==> src/rtl/rob_commit_pkg.sv <==
package rob_commit_pkg;

  typedef enum logic {
    ST_RUN   = 1'b0,
    ST_FLUSH = 1'b1
  } cmt_state_e;

  // Wrap-aware order: a is younger than b when (a - b) mod 2^w lies in 1 .. 2^(w-1)-1.
  function automatic logic seq_younger(input logic [15:0] a, input logic [15:0] b, input int w);
    logic [15:0] diff;
    logic [15:0] mask;
    mask = 16'((32'd1 << w) - 1);
    diff = (a - b) & mask;
    return (diff != 16'd0) && (((diff >> (w - 1)) & 16'd1) == 16'd0);
  endfunction

endpackage

==> src/rtl/rob_store.sv <==
module rob_store #(
  parameter int DEPTH = 8,
  parameter int SEQ_W = 6,
  parameter int PC_W  = 32,
  localparam int IDX_W = $clog2(DEPTH),
  localparam int CNT_W = IDX_W + 1
) (
  input  logic             clk,
  input  logic             rst_n,
  input  logic             wr_en,
  input  logic [SEQ_W-1:0] wr_seq,
  input  logic [PC_W-1:0]  wr_pc,
  input  logic [PC_W-1:0]  wr_npc,
  input  logic             wr_sqa,
  input  logic             cpl_en,
  input  logic [SEQ_W-1:0] cpl_seq,
  input  logic             pop_en,
  input  logic [1:0]       trim_n,
  output logic             hd_valid,
  output logic             hd_done,
  output logic [SEQ_W-1:0] hd_seq,
  output logic [PC_W-1:0]  hd_pc,
  output logic [PC_W-1:0]  hd_npc,
  output logic             hd_sqa,
  output logic [CNT_W-1:0] count
);
  // DEPTH must be a power of two so pointers wrap naturally.
  logic [SEQ_W-1:0] seq_q [DEPTH];
  logic [PC_W-1:0]  pc_q  [DEPTH];
  logic [PC_W-1:0]  npc_q [DEPTH];
  logic [DEPTH-1:0] sqa_q;
  logic [DEPTH-1:0] done_q;
  logic [DEPTH-1:0] cpl_hit;
  logic [IDX_W-1:0] head_q, tail_q;
  logic [CNT_W-1:0] count_q;

  genvar gi;
  generate
    for (gi = 0; gi < DEPTH; gi++) begin : g_match
      logic [IDX_W-1:0] off;
      assign off = IDX_W'(gi) - head_q;
      assign cpl_hit[gi] = cpl_en && ({1'b0, off} < count_q) && (seq_q[gi] == cpl_seq);
    end
  endgenerate

  always_ff @(posedge clk) begin
    if (wr_en) begin
      seq_q[tail_q] <= wr_seq;
      pc_q[tail_q]  <= wr_pc;
      npc_q[tail_q] <= wr_npc;
      sqa_q[tail_q] <= wr_sqa;
    end
  end

  always_ff @(posedge clk) begin
    if (!rst_n) begin
      done_q  <= '0;
      head_q  <= '0;
      tail_q  <= '0;
      count_q <= '0;
    end else begin
      for (int i = 0; i < DEPTH; i++) begin
        if (wr_en && (tail_q == IDX_W'(i))) done_q[i] <= 1'b0;
        else if (cpl_hit[i])                done_q[i] <= 1'b1;
      end
      head_q  <= head_q + IDX_W'(pop_en);
      tail_q  <= tail_q + IDX_W'(wr_en) - IDX_W'(trim_n);
      count_q <= count_q + CNT_W'(wr_en) - CNT_W'(pop_en) - CNT_W'(trim_n);
    end
  end

  assign hd_valid = (count_q != '0);
  assign hd_done  = hd_valid && done_q[head_q];
  assign hd_seq   = seq_q[head_q];
  assign hd_pc    = pc_q[head_q];
  assign hd_npc   = npc_q[head_q];
  assign hd_sqa   = sqa_q[head_q];
  assign count    = count_q;
endmodule

==> src/rtl/commit_ctrl.sv <==
module commit_ctrl
  import rob_commit_pkg::*;
#(
  parameter int SEQ_W = 6,
  parameter int PC_W  = 32,
  parameter int CNT_W = 4
) (
  input  logic             clk,
  input  logic             rst_n,
  input  logic             hd_done,
  input  logic             hd_sqa,
  input  logic [SEQ_W-1:0] hd_seq,
  input  logic [PC_W-1:0]  hd_npc,
  input  logic [CNT_W-1:0] count,
  input  logic             cmt_ready,
  output logic             cmt_valid,
  output logic             pop_en,
  output logic [1:0]       trim_n,
  output logic             run,
  output logic             sq_pulse,
  output logic             sq_busy,
  output logic [SEQ_W-1:0] sq_seq,
  output logic [PC_W-1:0]  sq_pc
);
  cmt_state_e state_q;
  logic       fire;

  assign run       = (state_q == ST_RUN);
  assign cmt_valid = run && hd_done;
  assign fire      = cmt_valid && cmt_ready;
  assign pop_en    = fire;
  assign sq_busy   = (state_q == ST_FLUSH);

  always_comb begin
    trim_n = 2'd0;
    if (sq_busy) trim_n = (count >= CNT_W'(2)) ? 2'd2 : count[1:0];
  end

  always_ff @(posedge clk) begin
    if (!rst_n) begin
      state_q  <= ST_RUN;
      sq_pulse <= 1'b0;
      sq_seq   <= '0;
      sq_pc    <= '0;
    end else begin
      sq_pulse <= 1'b0;
      if (fire && hd_sqa) begin
        state_q  <= ST_FLUSH;
        sq_pulse <= 1'b1;
        sq_seq   <= hd_seq;
        sq_pc    <= hd_npc;
      end else if (sq_busy && (count <= CNT_W'(2))) begin
        state_q <= ST_RUN;
      end
    end
  end
endmodule

==> src/rtl/rob_commit.sv <==
module rob_commit #(
  parameter int DEPTH = 8,
  parameter int SEQ_W = 6,
  parameter int PC_W  = 32
) (
  input  logic             clk,
  input  logic             rst_n,
  input  logic             dsp_valid,
  output logic             dsp_ready,
  input  logic [SEQ_W-1:0] dsp_seq,
  input  logic [PC_W-1:0]  dsp_pc,
  input  logic [PC_W-1:0]  dsp_npc,
  input  logic             dsp_sqa,
  input  logic             cpl_valid,
  input  logic [SEQ_W-1:0] cpl_seq,
  output logic             cmt_valid,
  input  logic             cmt_ready,
  output logic [SEQ_W-1:0] cmt_seq,
  output logic [PC_W-1:0]  cmt_pc,
  output logic [PC_W-1:0]  cmt_npc,
  output logic             cmt_sqa,
  output logic             sq_pulse,
  output logic             sq_busy,
  output logic             sq_mispredict,
  output logic [SEQ_W-1:0] sq_done_seq,
  output logic [PC_W-1:0]  sq_redirect_pc
);
  localparam int IDX_W = $clog2(DEPTH);
  localparam int CNT_W = IDX_W + 1;

  logic             wr_en, pop_en, run, hd_valid, hd_done;
  logic [1:0]       trim_n;
  logic [CNT_W-1:0] count;

  assign dsp_ready     = run && (count < CNT_W'(DEPTH));
  assign wr_en         = dsp_valid && dsp_ready;
  assign sq_mispredict = 1'b0;

  rob_store #(.DEPTH(DEPTH), .SEQ_W(SEQ_W), .PC_W(PC_W)) u_store (
    .clk(clk), .rst_n(rst_n),
    .wr_en(wr_en), .wr_seq(dsp_seq), .wr_pc(dsp_pc), .wr_npc(dsp_npc), .wr_sqa(dsp_sqa),
    .cpl_en(cpl_valid), .cpl_seq(cpl_seq),
    .pop_en(pop_en), .trim_n(trim_n),
    .hd_valid(hd_valid), .hd_done(hd_done), .hd_seq(cmt_seq), .hd_pc(cmt_pc),
    .hd_npc(cmt_npc), .hd_sqa(cmt_sqa), .count(count)
  );

  commit_ctrl #(.SEQ_W(SEQ_W), .PC_W(PC_W), .CNT_W(CNT_W)) u_ctrl (
    .clk(clk), .rst_n(rst_n),
    .hd_done(hd_done), .hd_sqa(cmt_sqa), .hd_seq(cmt_seq), .hd_npc(cmt_npc),
    .count(count), .cmt_ready(cmt_ready),
    .cmt_valid(cmt_valid), .pop_en(pop_en), .trim_n(trim_n), .run(run),
    .sq_pulse(sq_pulse), .sq_busy(sq_busy), .sq_seq(sq_done_seq), .sq_pc(sq_redirect_pc)
  );
endmodule

==> config.mk <==
export PLATFORM = sky130hd
export DESIGN_NAME = rob_commit
export DESIGN_NICKNAME = d
export VERILOG_FILES = /design/src/rtl/rob_commit_pkg.sv /design/src/rtl/rob_store.sv /design/src/rtl/commit_ctrl.sv /design/src/rtl/rob_commit.sv
export SDC_FILE = /design/constraint.sdc
export NUM_CORES = 1
export LEC_CHECK = 0
export BUFFER_PORTS_ARGS = -buffer_cell sky130_fd_sc_hd__clkbuf_2
export CAP_MARGIN = 20
export CORE_UTILIZATION = 39
export DETAILED_ROUTE_END_ITERATION = 6
export PLACE_DENSITY = 0.55
export SKIP_LAST_GASP = 1
export SLEW_MARGIN = 20
export SYNTH_ARGS = -nofsm -noshare
export SYNTH_HDL_FRONTEND = slang
export SYNTH_SLANG_ARGS = --single-unit
==> constraint.sdc <==
create_clock -name clk -period 7.3 [get_ports clk]
set_clock_uncertainty 0.05 [all_clocks]
set_input_delay 1.46 -clock clk [delete_from_list [all_inputs] [get_ports clk]]
set_output_delay 1.46 -clock clk [all_outputs]
set_load 0.1 [all_outputs]
Word level (Yosys, flattened, before mapping)
Memory sizes are Yosys's and may differ from the RTL's. A register that Yosys moved wholly into a read port is not among the register bits.
Index checks and enable logic that the tools add are counted.
{ "op_classes": {"add_sub_neg": 14, "order_cmp": 14, "reduce_logical": 43, "n_eq_ne": 15, "n_mux": 17, "n_bitwise": 2} }
{ "op_table": {"columns": ["cell", "n"], "rows": [
  ["equality test 6 bit", 8],
  ["logical AND 1 bit", 32],
  ["< comparator 3 x 4 -> 1 bit", 8],
  ["OR reduction 2 bit", 8],
  ["equality test 3 bit (second input constant)", 4],
  ["subtractor 3 bit (first input constant)", 4],
  ["two-way mux 3 bit", 3],
  ["bitwise mux 8 bit", 1],
  ["< comparator 3 x 4 -> 1 bit (second input constant)", 2],
  ["two-way mux 1 bit", 8],
  ["adder 3 x 1 -> 3 bit", 2],
  ["binary-select mux 1 bit (select 3 bit)", 2],
  ["equality test 3 x 2 -> 1 bit (second input constant)", 2],
  ["subtractor 1 x 3 -> 3 bit (first input constant)", 2],
  ["subtractor 2 x 3 -> 3 bit (first input constant)", 2],
  ["adder 4 x 1 -> 4 bit", 1],
  [">= comparator 4 x 2 -> 1 bit (second input constant)", 1],
  ["less-or-equal comparator 4 x 2 -> 1 bit (second input constant)", 1],
  ["< comparator 4 bit (second input constant)", 1],
  ["two-way mux 2 bit", 2],
  ["nonzero test 4 bit", 1],
  ["subtractor 4 x 1 -> 4 bit", 1],
  ["subtractor 4 x 2 -> 4 bit", 1],
  ["demux 1 bit (select 3 bit)", 1],
  ["other kinds (6)", 7]
]} }
{ "totals": {"wordCells": 124, "mem_count": 3, "ramBits": 560, "input_bits": 82, "regBits": 66} }
{ "mem_list": {"columns": ["name", "depth", "width", "rd", "rd_clocked_by_memory_dff", "write_ports", "line", "text"], "rows": [
  ["u_store.npc_q", 8, 32, 1, 1, 1, "rob_store.sv:30", "logic [PC_W-1:0] npc_q [DEPTH];"],
  ["u_store.pc_q", 8, 32, 1, 1, 1, "rob_store.sv:29", "logic [PC_W-1:0] pc_q [DEPTH];"],
  ["u_store.seq_q", 8, 6, 9, 1, 1, "rob_store.sv:28", "logic [SEQ_W-1:0] seq_q [DEPTH];"]
]} }

Logic depth before layout (Yosys ltp)
Gate-level depths: netlist (run 1).
{ "depth": {"ltp_word": 7, "depth_mapped": 17} }

By module
A second synthesis (run 1) with hierarchy kept.
{ "unflattened": {"hier_cells": 1364, "hier_area_um2": 24931.4} }
{ "modules_own_cells": {"columns": ["mod", "cells_each", "seq_area_each_um2", "area_each_um2", "instances"], "rows": [
  ["rob_store", 1181, 17416.7, 23243.5, 1],
  ["commit_ctrl", 179, 800.8, 1661.6, 1],
  ["rob_commit", 4, 0.0, 26.3, 1]
]} }

Worst setup path after synthesis (run 1)
Ideal clock, no wire load.
{ "synth_timing": {"path_type": "reg-to-reg", "start": "register u_ctrl.state_q, in the netlist u_ctrl.sq_busy", "end": "memory u_store.npc_q[0][0] (enable)", "t_arrival_ns": 7.621, "path_slack_ns": -0.961, "path_buffers": 0, "stages_incl_launch_ff": 5, "setup_ns": 0.590, "synth_period_minus_slack_ns": 8.261, "cell_sequence": "dfxtp_1 > nor2_1 > nand2_1 > or2_2 > nor3_1"} }
{ "synth_between": {"elab_chain_cells": 5} }
{ "synth_rtl": {"columns": ["item", "line", "text"], "rows": [
  ["start, declared", "commit_ctrl.sv:25", "cmt_state_e state_q;"],
  ["start signal, assigned", "commit_ctrl.sv:41", "state_q <= ST_RUN;"],
  ["start signal, assigned", "commit_ctrl.sv:48", "state_q <= ST_FLUSH;"],
  ["start signal, assigned", "commit_ctrl.sv:53", "state_q <= ST_RUN;"],
  ["inverter 1 bit", "commit_ctrl.sv:28", "assign run = (state_q == ST_RUN);"],
  ["logical AND 1 bit", "rob_commit.sv:35", "assign dsp_ready = run && (count < CNT_W'(DEPTH));"],
  ["net dsp_ready", "rob_commit.sv:9", "output logic dsp_ready,"],
  ["logical AND 1 bit", "rob_commit.sv:36", "assign wr_en = dsp_valid && dsp_ready;"],
  ["two-way mux 1 bit", "rob_store.sv:47", "if (wr_en) begin"],
  ["two-way mux 1 bit (not written as such)", "rob_store.sv:50", "npc_q[tail_q] <= wr_npc;"],
  ["end, declared", "rob_store.sv:30", null]
]} }
The timed path passes the listed nets, and every way through them passes these cells.

==> impl_metrics.toml, run 1 <==
[logic_synthesis]
seq_area_frac_synth_pct = 74.0
async_reset_ff_share_pct = 0
yosys.area.top_type = "edfxtp_1"
synth_top_area_share_pct = 69.3
synth_area_leaders = "edfxtp_1 (69%), mux4_2 (13%), dfxtp_1 (4.7%), nand2_1 (3.9%), ha_1 (1.1%)"
syn-cell-area_um2 = 24600
synth-main-ff-cell = "edfxtp_1"
synth_edf_count = 568
ys_ff_latch = 626
yosysUniqueCellTypes = 39
ys.warnings.count = 0
avgSynthCellArea_um2 = 17.8
syn_nets = 1488
netlist_instances = 1381

[layout]
nNetsFinal = 1704
syn2layout_area_growth_pct = 17.6
final_area_um2 = 29000
drive_gt1_share_pct = 29.0
fillCellCount = 5317

[global_routing]
grtUsageTotal_pct = 17.5
grt_pass1_wl_mm = 82.6
grt_overflow = 0
grt_pass1_vias = 13200
grt_start_max_net_pins = 76
antenna_found_initial = 6

[worst_setup_path]
critical_path_class = "reg2out"
crit_path_start_kind = "register"
worst-path-buf-inv = 2
path_cells = "buf_4 > mux4_2 > nand2_1 > nand2_1 > clkbuf_2"
critPathMaxFanout = 61
worst_path_max_delay_cell = "dfxtp_4"
crit_top_cell = "nand2_1"
cp_top_family = "buffers and inverters"
slowest_delay_ns = 0.90
cp.required_ns = 5.79
end_kind = "output port"
critPathArrivalTime_ns = 3.46

[routing]
drtIter0Drc = 844
wl_per_cell_um = 22.1
route.antenna.remaining_nets = 0
drt-pass1-iter-count = 5
remaining_drc_errors = 0
wirelength_mm = 55.2
vias = 12700
viasPerCell = 5.10

[clock_tree]
cts_buffers = 70
cts-resized-gates = 0
clk_pin_slew_ns = 0.06
cts_tree = "yes"
post_cts_buffers = 0
clock-sinks = 626
clock_latency_ns = 0.60
cts.path.max_buffers = 3
cts_root_buf = "clkbuf_16"
postCtsHoldBufs = 0
htreeDepth = 3

[sta]
setup_viol = 0
rsz0062_at_grt = "no"
hold_violations = 0
post-route-period-util_pct = 68.1
worst_slew_margin_rel_pct = 32.5
slew_viol_final = 0
tightestPinTransition_ns = 1.01
max_freq_mhz = 201
final.min_clock_period_ns = 4.97
setup_tns_ns = 0

[floorplan]
rows = 91
start_util_pct = 39.7
die_area_um2 = 64100
fp.dieW_um = 253
core-area_um2 = 62100
io_pins = 196
die_y_um = 253

[placed_design]
globalplace.congestion = 0.760
dpl_cell_area_um2 = 26600
io_buffers = 194
hpwlAfterDp_mm = 30.7

[power_and_ir_drop]
seq_power_share_pct = 48.1
combPwrFrac_pct = 10.0
ir_worst_vdd_mv = 0.215
power_density_nw_per_um2 = 297
leakage_nw = 9.77
power.share.clock_pct = 41.9
p_sw_mw = 2.10
p_int_mw = 6.49
p_sw_share_pct = 24.4

[outcome]
status = "complete, no violations"

[min_path]
hp-class = "reg2reg"

[flow_run]
cap_violations = 0
[cells in the final DEF (no fill, tap or decap), drive strengths merged, types with 5 or more instances in the layout]
master	instances
buf	27
xnor2	29
a211oi	6
nor2	16
nand4	9
o21ai	46
mux4	141
inv	30
xor2	26
nor4	9
nand2b	5
clkinv	25
bufinv	10
nand3	39
dfxtp	58
mux2i	6
clkbuf	286
a21oi	10
nand2	255
edfxtp	568
ha	22
nor3	7
[logic make-up after synthesis]
logic type,after synthesis,share of synthesized area [%]
flip-flops,626,74.0
AND/OR/NAND/NOR,347,5.89
multiplexers,149,13.2
buffers and inverters,105,1.86
AO/OA/AOI/OAI,73,1.66
XOR/XNOR,55,1.96
adder cells (fa/ha/maj),25,1.36
other,1,0.0152
[final timing paths]
path                                  from                             to  slack [ns]  cells past startpoint
max           u_store.head_q[1]$_SDFF_PN0_                     cmt_pc[18]        2.33                      5
min          u_ctrl.sq_pc[10]$_SDFFE_PN0P_  u_ctrl.sq_pc[10]$_SDFFE_PN0P_        0.40                      2
max reg2reg   u_store.head_q[2]$_SDFF_PN0_    u_store.count[3]$_SDFF_PN0_        3.51                     15
min reg2reg  u_ctrl.sq_pc[10]$_SDFFE_PN0P_  u_ctrl.sq_pc[10]$_SDFFE_PN0P_        0.40                      2
[per-layer routing]
metal  part of all wire, %  track usage, %  wire length, um
met5                  0.15               0               83
met4                   2.0            4.71             1080
met3                   6.1            4.29             3390
met2                    48            28.8            26500
met1                    44            23.3            24100
[per-stage QoR]
step	std cells	worst slack, ns	total power [mW]	util, %	hold WS (ns)
floorplan	1381	0.970	4.83	-	0.380
global placement	2362	2.87	5.06	42.8	0.388
detailed placement	2362	2.86	5.08	42.8	0.398
CTS	2491	2.20	8.71	46.6	0.406
global route	2491	2.13	8.87	46.6	0.432
finish	2493	2.33	8.59	46.7	0.403
[cell type report]
class	count	area [um2]	share of cell area [%]
Tap cell	837	1050	3.62
Multi-Input combinational cell	650	6010	20.7
Clock buffer	93	1940	6.70
Inverter	29	109	0.376
Clock inverter	36	438	1.51
Timing Repair Buffer	220	1180	4.07
Antenna cell	2	5.00	0.0173
Sequential cell	626	18200	63.0
[registers in the layout, indices dropped and copies added (netlist names)]
name and cells:
u_store.npc_q 256, u_store.pc_q 256, u_store.seq_q 48, u_ctrl.sq_pc 32
u_store.done_q 8, u_store.sqa_q 8, u_ctrl.sq_seq 6, u_store.count 4
u_store.head_q 3, u_store.tail_q 3, u_ctrl.sq_busy 1, u_ctrl.sq_pulse 1
[Yosys cell counts (2+ instances only)]
library cell,n
inv_1,28
o21a_1,3
nand3_1,39
buf_2,18
dfxtp_1,58
nand2_1,255
a21oi_1,10
xnor2_1,29
nand2b_1,5
or2_2,2
buf_6,4
o21ai_1,6
ha_1,22
buf_1,7
nor4_1,8
mux2i_1,6
and2_1,4
o21ai_0,40
a211oi_1,6
nor3_1,7
a21o_1,3
nor2_1,16
mux4_2,141
edfxtp_1,568
nand4_1,9
clkbuf_1,44
buf_4,3
mux2_2,2
xor2_1,26
fa_1,3
[worst min-delay path: cells and delay by family (launching register included)]
kind | cells | cell delay [ns]
AOI/OAI and AO/OA | 1 | 0.05
DFF | 1 | 0.31
and+or+nand+nor | 1 | 0.05
[power by group through the flow]
stage / clock [mW] / combinational, mW / sequential, mW
after CTS: 3.70 / 0.873 / 4.13
after detailed placement: 0 / 0.871 / 4.21
final: 3.60 / 0.856 / 4.13
after global placement: 0 / 0.864 / 4.20
after floorplan: 0 / 0.625 / 4.21
after global routing: 3.82 / 0.909 / 4.14
Power figures use the tool's default switching activity.
==> inputs of run 2 (changes only) <==
==> constraint.sdc (replaced) <==
create_clock -name clk -period 3.99 [get_ports clk]
set_clock_uncertainty 0.05 [all_clocks]
set_input_delay 0.798 -clock clk [delete_from_list [all_inputs] [get_ports clk]]
set_output_delay 0.798 -clock clk [all_outputs]
set_load 0.1 [all_outputs]
==> run 2 against run 1 <==
  * Register-to-register slack got worse by 2.9 ns
  * Final cell count decreased by 0.28%
  * Die area unchanged
  * Flip-flop and latch count unchanged
  * Clock-buffer cell count decreased by 4
  * First-iteration DRC count increased by 15%
  * Hold slack got worse by 0.0039 ns
  * Wire length increased by 1.9%
  * Setup slack got worse by 2.1 ns
  * Core utilization decreased by 0.16 points
  * Critical path type unchanged
==> impl_metrics.toml, run 2 (synthesis results as in run 1) <==
[global_routing]
grtUsageTotal_pct = 18.0
grt_overflow = 0
grt_pass1_vias = 13500
grt_start_max_net_pins = 90
grt_pass1_wl_mm = 84.2
antenna_found_initial = 6

[clock_tree]
clk_pin_slew_ns = 0.06
cts_buffers = 68
post_cts_buffers = 0
postCtsHoldBufs = 0
cts_tree = "yes"
clock_latency_ns = 0.60
cts-resized-gates = 0
clock-sinks = 626
cts.path.max_buffers = 3
htreeDepth = 3
cts_root_buf = "clkbuf_16"

[min_path]
hp-class = "reg2reg"
min_from = "u_ctrl.sq_pc[12]$_SDFFE_PN0P_"

[power_and_ir_drop]
combPwrFrac_pct = 10.5
ir_worst_vdd_mv = 0.358
leakage_nw = 9.71
power.share.clock_pct = 39.8
p_int_mw = 11.4
seq_power_share_pct = 49.7
p_sw_mw = 3.81
power_density_nw_per_um2 = 526
p_sw_share_pct = 25.1

[layout]
drive_gt1_share_pct = 29.2
mostFrequentLayoutCell = "edfxtp_1"
fin_util_pct = 46.5
top_regs = "u_store.npc_q x256, u_store.pc_q x256, u_store.seq_q x48"
final_cell_mix = "edfxtp_1 (568), nand2_1 (255), clkbuf_2 (184)"
syn2layout_area_growth_pct = 17.2
nNetsFinal = 1705

[sta]
post-route-period-util_pct = 94.4
slew_viol_final = 0
final.min_clock_period_ns = 3.77
setup_tns_ns = 0
rsz0062_at_grt = "no"
worst_slew_margin_rel_pct = 44.9
tightestPinTransition_ns = 0.826
hold_violations = 0
setup_viol = 0
max_freq_mhz = 265
setup_ws_ns = 0.223

[worst_setup_path]
crit_path_start_kind = "register"
critPathArrivalTime_ns = 2.92
worstReg2RegEnd = "u_store.count[3]$_SDFF_PN0_"
critical_path_class = "reg2out"
crit_end = "cmt_npc[31]"
startpoint = "u_store.head_q[0]$_SDFF_PN0_"
rr_worst_depth = 16
critPathMaxFanout = 89
r2r_slack_ns = 0.62
cp.required_ns = 3.14
end_kind = "output port"
rr_startpoint = "u_store.count[2]$_SDFF_PN0_"

[placed_design]
globalplace.congestion = 0.804
post-place-ws_ns = 0.626
io_buffers = 194
hpwlAfterDp_mm = 31.3

[floorplan]
die_area_um2 = 64100
die_y_um = 253
io_pins = 196
rows = 91
fp.dieW_um = 253
start_util_pct = 39.7
core-area_um2 = 62100

[flow_run]
cap_violations = 0

[routing]
route.antenna.remaining_nets = 0
drtIter0Drc = 969
drt-pass1-iter-count = 4
vias = 12800
viasPerCell = 5.14
wl_per_cell_um = 22.6
remaining_drc_errors = 0
wirelength_mm = 56.2

[outcome]
status = "complete, no violations"
-- run 2: cell types whose count changed in the layout (fill, tap and decap cells not counted), sizes merged --
cell | before | now
bufinv | 10 | 4
clkinvlp | 0 | 1
clkbuf | 286 | 273
buf | 27 | 39
diode | 2 | 1
-- run 2: worst min path at each step --
| stage | slack (ns) | cells past startpoint | endpoint |
|---|---|---|---|
| 6_report | 0.40 | 2 | u_ctrl.sq_pc[12]$_SDFFE_PN0P_ |
| 5_1_grt | 0.41 | 1 | u_store.pc_q[3][23]$_DFFE_PP_ |
| 4_1_cts | 0.39 | 1 | u_store.pc_q[5][9]$_DFFE_PP_ |
| 3_5_place_dp | 0.39 | 2 | u_ctrl.sq_pc[14]$_SDFFE_PN0P_ |
| 3_3_place_gp | 0.38 | 2 | u_ctrl.sq_pc[14]$_SDFFE_PN0P_ |
| 2_1_floorplan | 0.38 | 2 | u_store.done_q[7]$_SDFFE_PP0P_ |
-- run 2: power groups by stage --
stage	sequential [mW]	clock [mW]	combinational (mW)
2_1_floorplan	7.68	0	1.16
3_3_place_gp	7.68	0	1.61
3_5_place_dp	7.70	0	1.62
4_1_cts	7.56	6.21	1.63
5_1_grt	7.58	6.42	1.69
6_report	7.56	6.04	1.59
-- run 2: routing by layer --
| metal | global-route usage [%] | vias to the layer above | share of wire, % |
|---|---|---|---|
| met4 | 4.74 | 10 | 2.2 |
| met5 | 0 | - | 0.14 |
| li1 | - | 5765 | - |
| met3 | 4.88 | 110 | 5.6 |
| met2 | 29.6 | 312 | 49 |
| met1 | 23.5 | 6575 | 43 |
-- run 2: final cells by class --
class | count | area (um2)
Tap cell | 837 | 1050
Multi-Input combinational cell | 650 | 6020
Clock buffer | 89 | 1870
Sequential cell | 626 | 18200
Fill cell | 5348 | 33200
Timing Repair Buffer | 223 | 1310
Antenna cell | 1 | 2.50
Clock inverter | 31 | 258
Inverter | 29 | 109
-- run 2: per-stage QoR --
step           instance area (um2)  total power, mW  hold WS (ns)  cells
6_report                     28900             15.2         0.399   2486
5_1_grt                      28900             15.7         0.412   2486
4_1_cts                      28900             15.4         0.390   2485
3_5_place_dp                 26700             9.32         0.393   2365
3_3_place_gp                 26700             9.29         0.385   2365
2_1_floorplan                24700             8.84         0.380   1381
-- run 2: worst max-delay path: stages (launching register included) --
cell and delay (ns):
dfxtp_4 0.43, buf_12 0.58, mux4_2 0.61, nand2_1 0.09, nand2_1 0.12, clkbuf_2 0.40
